==> config.mk <==
export PLATFORM = sky130hd
export DESIGN_NAME = rw_drain_arbiter
export DESIGN_NICKNAME = d
export VERILOG_FILES = /design/src/rtl/rwd_pkg.sv /design/src/rtl/rwd_watermark.sv /design/src/rtl/rwd_turnaround.sv /design/src/rtl/rwd_batch_count.sv /design/src/rtl/rw_drain_arbiter.sv
export SDC_FILE = /design/constraint.sdc
export NUM_CORES = 1
export LEC_CHECK = 0
export ABC_AREA = 1
export ABC_CLOCK_PERIOD_IN_PS = 3900
export CELL_PAD_IN_SITES_DETAIL_PLACEMENT = 0
export CELL_PAD_IN_SITES_GLOBAL_PLACEMENT = 1
export CORE_MARGIN = 2
export CORE_UTILIZATION = 44
export CTS_CLUSTER_DIAMETER = 60
export DETAILED_ROUTE_END_ITERATION = 10
export DONT_BUFFER_PORTS = 1
export GPL_TIMING_DRIVEN = 0
export PLACE_DENSITY = 0.88
export SYNTH_ARGS = -nofsm -noshare
export SYNTH_HDL_FRONTEND = slang
export SYNTH_SLANG_ARGS = --single-unit
==> constraint.sdc <==
create_clock -name clk -period 3.9 [get_ports clk]
set_input_delay 0.78 -clock clk [delete_from_list [all_inputs] [get_ports clk]]
set_output_delay 0.78 -clock clk [all_outputs]
set_load 0.02 [all_outputs]
==> src/rtl/rwd_pkg.sv <==
package rwd_pkg;

  typedef enum logic {
    MODE_RD = 1'b0,
    MODE_WR = 1'b1
  } mode_e;

  // entries needed to reach pct percent of depth, rounded up
  function automatic int pct_ceil(input int depth, input int pct);
    return (depth * pct + 99) / 100;
  endfunction

  function automatic int max2(input int a, input int b);
    return (a > b) ? a : b;
  endfunction

endpackage

==> src/rtl/rwd_watermark.sv <==
module rwd_watermark
  import rwd_pkg::*;
#(
  parameter int RD_DEPTH = 32,
  parameter int WR_DEPTH = 64,
  parameter int HI_PCT   = 85,
  parameter int LO_PCT   = 50,
  parameter int RD_CW    = $clog2(RD_DEPTH + 1),
  parameter int WR_CW    = $clog2(WR_DEPTH + 1)
) (
  input  logic [RD_CW-1:0] rd_count,
  input  logic [WR_CW-1:0] wr_count,
  output logic             wr_high,
  output logic             wr_low_ok,
  output logic             rd_empty,
  output logic             wr_empty
);

  localparam int HI_MARK = pct_ceil(WR_DEPTH, HI_PCT);
  localparam int LO_MARK = pct_ceil(WR_DEPTH, LO_PCT);

  always_comb begin
    wr_high   = (wr_count >= WR_CW'(HI_MARK));
    wr_low_ok = (wr_count >= WR_CW'(LO_MARK)) && (wr_count != '0);
    rd_empty  = (rd_count == '0);
    wr_empty  = (wr_count == '0);
  end

endmodule

==> src/rtl/rwd_turnaround.sv <==
module rwd_turnaround
  import rwd_pkg::*;
#(
  parameter int WTR_GAP = 6,
  parameter int RTW_GAP = 2
) (
  input  logic clk,
  input  logic rst_n,
  input  logic start,
  input  logic to_write,
  output logic busy
);

  localparam int GW = $clog2(max2(max2(WTR_GAP, RTW_GAP), 1) + 1);

  logic [GW-1:0] gap_q;

  always_ff @(posedge clk) begin
    if (!rst_n) begin
      gap_q <= '0;
    end else if (start) begin
      gap_q <= to_write ? GW'(RTW_GAP) : GW'(WTR_GAP);
    end else if (gap_q != '0) begin
      gap_q <= gap_q - 1'b1;
    end
  end

  assign busy = (gap_q != '0);

endmodule

==> src/rtl/rwd_batch_count.sv <==
module rwd_batch_count #(
  parameter int MIN_WR_BATCH = 16
) (
  input  logic clk,
  input  logic rst_n,
  input  logic clear,
  input  logic inc,
  output logic met
);

  localparam int BW = $clog2(MIN_WR_BATCH + 1);

  logic [BW-1:0] cnt_q;

  always_ff @(posedge clk) begin
    if (!rst_n) begin
      cnt_q <= '0;
    end else if (clear) begin
      cnt_q <= '0;
    end else if (inc && (cnt_q < BW'(MIN_WR_BATCH))) begin
      cnt_q <= cnt_q + 1'b1;
    end
  end

  assign met = (cnt_q >= BW'(MIN_WR_BATCH));

endmodule

==> src/rtl/rw_drain_arbiter.sv <==
module rw_drain_arbiter
  import rwd_pkg::*;
#(
  parameter int RD_DEPTH     = 32,
  parameter int WR_DEPTH     = 64,
  parameter int HI_PCT       = 85,
  parameter int LO_PCT       = 50,
  parameter int MIN_WR_BATCH = 16,
  parameter int WTR_GAP      = 6,
  parameter int RTW_GAP      = 2
) (
  input  logic                           clk,
  input  logic                           rst_n,
  input  logic [$clog2(RD_DEPTH+1)-1:0]  rd_count,
  input  logic [$clog2(WR_DEPTH+1)-1:0]  wr_count,
  output logic                           mode_write,
  output logic                           rd_grant,
  output logic                           wr_grant
);

  localparam int RD_CW   = $clog2(RD_DEPTH + 1);
  localparam int WR_CW   = $clog2(WR_DEPTH + 1);
  localparam int HI_MARK = pct_ceil(WR_DEPTH, HI_PCT);
  localparam int LO_MARK = pct_ceil(WR_DEPTH, LO_PCT);
  localparam int MAXGAP  = max2(WTR_GAP, RTW_GAP);
  localparam int SW      = $clog2(MAXGAP + 2);

  mode_e mode_q;
  logic  wr_high, wr_low_ok, rd_empty, wr_empty;
  logic  gap_busy, batch_met;
  logic  switch_now;

  rwd_watermark #(
    .RD_DEPTH(RD_DEPTH), .WR_DEPTH(WR_DEPTH),
    .HI_PCT(HI_PCT), .LO_PCT(LO_PCT),
    .RD_CW(RD_CW), .WR_CW(WR_CW)
  ) u_marks (
    .rd_count (rd_count),
    .wr_count (wr_count),
    .wr_high  (wr_high),
    .wr_low_ok(wr_low_ok),
    .rd_empty (rd_empty),
    .wr_empty (wr_empty)
  );

  rwd_turnaround #(.WTR_GAP(WTR_GAP), .RTW_GAP(RTW_GAP)) u_gap (
    .clk     (clk),
    .rst_n   (rst_n),
    .start   (switch_now),
    .to_write(mode_q == MODE_RD),
    .busy    (gap_busy)
  );

  rwd_batch_count #(.MIN_WR_BATCH(MIN_WR_BATCH)) u_batch (
    .clk  (clk),
    .rst_n(rst_n),
    .clear(switch_now),
    .inc  (wr_grant),
    .met  (batch_met)
  );

  // switch decision and grants; a switch cycle grants nothing
  always_comb begin
    switch_now = 1'b0;
    rd_grant   = 1'b0;
    wr_grant   = 1'b0;
    unique case (mode_q)
      MODE_RD: begin
        if (wr_high || (rd_empty && wr_low_ok)) switch_now = 1'b1;
        else if (!rd_empty && !gap_busy)        rd_grant   = 1'b1;
      end
      MODE_WR: begin
        if (!rd_empty && (wr_empty || (batch_met && !wr_high))) switch_now = 1'b1;
        else if (!wr_empty && !gap_busy)                        wr_grant   = 1'b1;
      end
      default: ;
    endcase
  end

  always_ff @(posedge clk) begin
    if (!rst_n)          mode_q <= MODE_RD;
    else if (switch_now) mode_q <= (mode_q == MODE_RD) ? MODE_WR : MODE_RD;
  end

  assign mode_write = (mode_q == MODE_WR);

  // ---------------- observation state for the assertions ----------------
  logic          chk_prev_mode_q;
  logic [SW-1:0] chk_since_q;
  logic [SW-1:0] chk_since_now;
  logic [WR_CW:0] chk_ep_wr_q;

  always_ff @(posedge clk) begin
    if (!rst_n) begin
      chk_prev_mode_q <= 1'b0;
      chk_since_q     <= SW'(MAXGAP + 1);
      chk_ep_wr_q     <= '0;
    end else begin
      chk_prev_mode_q <= mode_write;
      if (mode_write != chk_prev_mode_q)       chk_since_q <= SW'(1);
      else if (chk_since_q < SW'(MAXGAP + 1))  chk_since_q <= chk_since_q + 1'b1;
      if (mode_write && !chk_prev_mode_q)      chk_ep_wr_q <= '0;
      else if (wr_grant && (chk_ep_wr_q < (WR_CW+1)'(MIN_WR_BATCH)))
        chk_ep_wr_q <= chk_ep_wr_q + 1'b1;
    end
  end

  assign chk_since_now = (mode_write != chk_prev_mode_q) ? '0 : chk_since_q;

  p_force_write_r2: assert property (@(posedge clk) disable iff (!rst_n)
    (!mode_write && wr_count >= WR_CW'(HI_MARK)) |=> mode_write);

  p_opp_write_r3: assert property (@(posedge clk) disable iff (!rst_n)
    (!mode_write && rd_count == '0 && wr_count >= WR_CW'(LO_MARK) && wr_count != '0)
      |=> mode_write);

  p_min_batch_r4: assert property (@(posedge clk) disable iff (!rst_n)
    $fell(mode_write) |->
      (chk_ep_wr_q >= (WR_CW+1)'(MIN_WR_BATCH) || $past(wr_count) == '0));

  p_rd_gap_r5: assert property (@(posedge clk) disable iff (!rst_n)
    rd_grant |-> (int'(chk_since_now) >= WTR_GAP));

  p_wr_gap_r6: assert property (@(posedge clk) disable iff (!rst_n)
    wr_grant |-> (int'(chk_since_now) >= RTW_GAP));

  p_grant_mode_r7: assert property (@(posedge clk) disable iff (!rst_n)
    (rd_grant |-> (!mode_write && rd_count != '0 && !wr_grant)) and
    (wr_grant |-> (mode_write && wr_count != '0)));

  p_idle_hold_r8: assert property (@(posedge clk) disable iff (!rst_n)
    (rd_count == '0 && wr_count == '0) |=> $stable(mode_write));

endmodule

### After elaboration in Yosys (flattened, before gate mapping)

Index checks and enable logic that the tools add are counted.

* register bits: 9
* input bits: 15
* output and inout port bits: 3
* logic and storage cells: 43

* add/subtract/negate cells: 2
* order comparisons: 4
* multiplexer cells: 13
* bitwise gates (word level): 2
* reductions and logical operators: 19

Operator list (count)
* 7-bit by 6-bit greater-or-equal comparator with 1-bit output (second input constant): 2
* 1-bit two-way mux: 9
* 3-bit two-way mux: 3
* 1-bit logical AND: 7
* 7-bit zero test: 1
* 7-bit nonzero test: 1
* 6-bit zero test: 1
* 5-bit by 1-bit adder with 5-bit output (second input constant): 1
* 5-bit greater-or-equal comparator (second input constant): 1
* 5-bit less-than comparator (second input constant): 1
* 1-bit zero test: 4
* 3-bit nonzero test: 1
* 3-bit by 1-bit subtractor with 3-bit output (second input constant): 1
* 1-bit logical OR: 2
* 1-bit inverter: 2
* 1-bit one-hot mux with 2 select lines: 1
* 2-bit nonzero test: 1
* 2-bit OR reduction: 1

### Logic depth before layout (Yosys ltp)

* depth in word-level cells: 8
* gate-level depth with buffers: 12
* gate-level depth less buffers: 11

### By module

A second synthesis with hierarchy kept.

* cell total of the unflattened synthesis: 105
* area total of the unflattened synthesis: 633.1 um2

Modules (own cells, without submodules)
* rwd_batch_count: times used 1, cells an instance 37, area each 264.0 um2, seq. area each 100.1 um2
* rwd_turnaround: times used 1, cells an instance 27, area each 181.4 um2, seq. area each 60.1 um2
* rw_drain_arbiter: times used 1, cells an instance 20, area each 105.1 um2, seq. area each 20.0 um2
* rwd_watermark: times used 1, cells an instance 21, area each 82.6 um2, seq. area each 0.0 um2

### Least setup slack after synthesis

No wires, ideal clock.

* path kind: input port to output port
* from: in wr_count[5]
* to: out wr_grant
* arrival time: 1489 ps
* required time: 3120 ps
* slack: 1631 ps
* stages on the path: 5
* buffers on the path: 1
* path through: nor3_2 -> nand3_1 -> and2_4 -> buf_6 -> and2_1

* word-level cells in the longest chain between the ends: 7
* elaborated cells between the ends (all ways): 11
* classes of those cells: 1 x order compare; 3 x mux; 7 x reduce/logical

Ends and longest elaborated chain
* start: declaration: line rw_drain_arbiter.sv:15 `input logic [$clog2(WR_DEPTH+1)-1:0] wr_count,`
* 7-bit by 6-bit greater-or-equal comparator with 1-bit output: line rwd_watermark.sv:23 `wr_high = (wr_count >= WR_CW'(HI_MARK));`
* 1-bit zero test: line rw_drain_arbiter.sv:73 `if (!rd_empty && (wr_empty || (batch_met && !wr_high))) switch_now = 1'b1;`
* 1-bit logical AND: line rw_drain_arbiter.sv:73
* 1-bit logical OR: line rw_drain_arbiter.sv:73
* 1-bit logical AND: line rw_drain_arbiter.sv:73
* 1-bit two-way mux (*): line rw_drain_arbiter.sv:73
* 1-bit two-way mux (*): line rw_drain_arbiter.sv:67 `unique case (mode_q)`
* end: declaration: line rw_drain_arbiter.sv:18 `output logic wr_grant`

Mark *: on every way between the ends. The rest lies on a longest branch, timed or not.

### Worst setup path in the final report

* from: reg u_gap.gap_q[0]
* to: out wr_grant

* word-level cells in the longest chain between the ends: 6

Ends and longest elaborated chain
* start: declaration: line rwd_turnaround.sv:16 `logic [GW-1:0] gap_q;`
* start signal: assignment: line rwd_turnaround.sv:22 `gap_q <= to_write ? GW'(RTW_GAP) : GW'(WTR_GAP);`
* start signal: assignment: line rwd_turnaround.sv:24 `gap_q <= gap_q - 1'b1;`
* 3-bit nonzero test: line rwd_turnaround.sv:28 `assign busy = (gap_q != '0);`
* 1-bit zero test: line rw_drain_arbiter.sv:74 `else if (!wr_empty && !gap_busy) wr_grant = 1'b1;`
* 1-bit logical AND: line rw_drain_arbiter.sv:74
* 1-bit two-way mux: line rw_drain_arbiter.sv:74
* 1-bit two-way mux: line rw_drain_arbiter.sv:73
* 1-bit two-way mux: line rw_drain_arbiter.sv:67

No other way between the ends.

==> run summary <==
The run finished with clean final reports. The tools report the destination of the worst hold path as u_batch.cnt_q[1]. Once the floorplan was initialized, standard cells occupied 46.8% of the core. Data on the critical path is required at its endpoint by 3.12 ns. Among all stages on the critical path, the largest delay is contributed by sky130_fd_sc_hd__dfxtp_1. The type of the worst min-delay path is reg2reg. The maximum single-stage delay on the critical path is 0.31 ns. Across all layers, the routed design uses 507 vias.

The antenna diode instance count is 0, and the total I/O pin count is 18. The port buffer count was 0. The detailed placement HPWL was 813 µm. From bottom edge to top edge, the die measures 41.2 µm. The critical path runs through a total of 9 cells.

Headroom to the max-slew limit came out at 79.4%. Share of cells above drive strength 1: 20.0%. The critical register-to-register path endpoint was u_batch.cnt_q[0].

The hold violation count in the final report was 0; the buffer and inverter count on the worst path was 4. The slew at the pin closest to its max-slew limit is 0.309 ns. Before CTS, the worst setup slack after placement is 1.56 ns. The tools report the worst setup skew after layout as 0.00274 ns. The average vias per placed instance is 5.07. For this design, the sink count on the clock tree is 9.

The logs give 2.46 ns for the worst reg-to-reg setup slack and 0 for the count of max-cap constraint violations. Timing would allow up to 419 MHz. After layout, the minimum clock period comes to 2.39 ns.

IR analysis of the VDD net gives a maximum drop of 0.000190 V. After clock tree synthesis, the clock-pin slew on the worst setup and hold paths is 0.06 ns. After synthesis, the netlist uses 24 different library cells. The floorplan step defined a die boundary enclosing 1700 µm². The logs give 1580 µm for the first-pass GRT wire length and 0.285 nW for the static leakage power. The total power density per cell area is 382 nW/µm².

Of the synthesized area, sequential elements account for 29.6%. The placeable core area was 1300 µm²; the layout filler cell count was 145. The run gives 3 as the number of CTS-inserted buffers. The count of nets left with antenna violations once routing finished came out at 0. The critical path's top delay family was simple AND/OR/NAND/NOR gates. Gates resized during post-CTS repair numbered 0.

The instance area at placement came out at 628 µm². The worst path uses 61.3% of the clock period. The tools report the via count of the first global-routing pass as 409. The H-tree level count came out at 1. Synthesis inferred 9 register bits. The final instance area came out at 654 µm². Buffers added to address setup during post-CTS repair amount to 0.

The starting DRC count in detailed routing was 6; the detailed-route wire length per cell was 9.80 µm. The final setup violation count is 0, and the filler-free cell count of the finished design is 100. Traced cell by cell, the critical path runs through inv_1 -> ha_1 -> inv_1 -> nor2_2 -> inv_2 -> nor2_2 -> and2_4 -> buf_6 -> and2_1. The design draws 250 µW. Average cell area after synthesis: 7.52 µm².

Setup slack on the critical path of the routed design comes to 1.51 ns. Setup repair after global routing left no endpoint under its margin. For this run, design rule violations remaining after detail routing come to 0. The number of pins exceeding their max-slew limit in the final report was 0. Summed over all failing endpoints, the final setup total negative slack is 0 ns.

TritonCTS built the clock tree. The tools report the utilization after layout as 50.3%. The die span in x was 41.2 µm.

STA classifies the critical path startpoint as a flip-flop. The worst register-to-register path begins at u_gap.gap_q[0]. For this run, the total global-route usage over all layers was measured as 14.8%. CTS placed an instance of sky130_fd_sc_hd__clkbuf_4 at the clock tree root. The initial antenna violation count was 0; the maximum fanout encountered on the critical timing path was 7.

Number of cell instances on the worst register-to-register path: 12. The longest clock path from root to sink contains 2 buffers. For this block, the routed nets add up to 980 µm of wire. The net count of the mapped netlist is 99, and the cell count after placement is 96. For the worst-skew pair later-pin latency, the log shows 0.25 ns. Final hold analysis gives a worst-case slack of 0.491 ns. The layout net count was 104; the data arrival time of the worst path was 1.61 ns. For this run the aggregate overflow at the end of global routing stands at 0.

The tools report the pin count of the biggest net entering global routing as 8. The number of synthesis warnings is 0. The worst setup path is of the reg2out kind. The logs give 609 µm² for the cell area after synthesis and 0.736 for the final weighted congestion in routability-driven placement.

In this run the most critical hold path is launched from u_batch.cnt_q[1]. The row count is 13, and the synthesized instance count is 81. The tools report the number of buffers inserted for hold repair after clock tree synthesis as 0. The worst setup path is captured at an output port. The first detailed-routing pass ran for 3 iterations. Counting instances, the worst hold path has a depth of 2. Compared with the post-synthesis result, the final layout area differs by 7.39%.
-- where the power goes --
part	leakage (nW)	internal, mW	switching, mW
Combinational	0.196	0.0298	0.0432
Sequential	0.0736	0.0998	0.00618
Clock	0.0150	0.0394	0.0315
-- layout make-up --
class,count,area [µm²],area share [%]
Tap cell,15,18.8,2.87
Buffer,1,11.3,1.72
Multi-Input combinational cell,61,380,58.1
Clock buffer,4,26.3,4.02
Inverter,10,37.5,5.74
Sequential cell,9,180,27.5
-- routing by layer --
metal	up-vias	track usage, %	share of wire, %
met5	-	0	0
met4	0	9.68	1.6
met3	2	4.89	5.3
met2	12	22.7	44
met1	216	17.3	49
li1	277	-	-
-- synth_stat cells (all sizes together) --
master / instances / area, µm²
a21oi: 5 / 25.0
a31oi: 1 / 6.26
and2: 2 / 15.0
and3: 2 / 13.8
buf: 1 / 11.3
dfxtp: 9 / 180
ha: 3 / 37.5
inv: 10 / 37.5
nand2: 14 / 62.6
nand3: 9 / 75.1
nand4: 6 / 37.5
nor2: 13 / 56.3
nor3: 2 / 20.0
o21ai: 1 / 5.00
xnor2: 1 / 8.76
xor2: 2 / 17.5
-- state kept, by name, summed over array words and instances, names as in the netlist --
signal         flops
mode_write         1
u_batch.cnt_q      5
u_gap.gap_q        3
-- worst max-delay path by stage --
stage | to | startpoint
final | wr_grant | u_gap.gap_q[0]
after CTS | wr_grant | u_gap.gap_q[0]
after global placement | wr_grant | wr_count[2]
after detailed placement | wr_grant | wr_count[2]
after floorplan | wr_grant | wr_count[5]
after global routing | wr_grant | u_gap.gap_q[0]
-- kinds of logic after synthesis --
kind of cell	after synthesis	share of synthesized area [%]
xor+xnor	3	4.31
simple gates	48	46.0
flops	9	29.6
buf+inv	11	8.01
compound gates	7	5.95
fa+ha+maj	3	6.16
-- cell usage in the layout (no fill, tap or decap), drive strengths merged --
| cell | count |
|---|---|
| xnor2 | 1 |
| buf | 1 |
| nand2 | 14 |
| ha | 3 |
| a31oi | 1 |
| a21oi | 5 |
| nor3 | 2 |
| inv | 10 |
| xor2 | 2 |
| nand3 | 9 |
| dfxtp | 9 |
| and2 | 2 |
| nor2 | 13 |
| o21ai | 1 |
| nand4 | 6 |
| and3 | 2 |
| clkbuf | 4 |
-- worst reg2reg max path: stages (launching register included) --
cell and delay [ns]:
sky130_fd_sc_hd__dfxtp_1 0.31, sky130_fd_sc_hd__inv_1 0.09, sky130_fd_sc_hd__ha_1 0.14, sky130_fd_sc_hd__inv_1 0.04, sky130_fd_sc_hd__nor2_2 0.13, sky130_fd_sc_hd__inv_2 0.08, sky130_fd_sc_hd__nor2_2 0.08, sky130_fd_sc_hd__and2_4 0.14
sky130_fd_sc_hd__buf_6 0.12, sky130_fd_sc_hd__nand3_4 0.09, sky130_fd_sc_hd__nand2_2 0.06, sky130_fd_sc_hd__nand2_1 0.05, sky130_fd_sc_hd__nor2_2 0.06
Note: power is estimated with default switching activity, not from simulation.
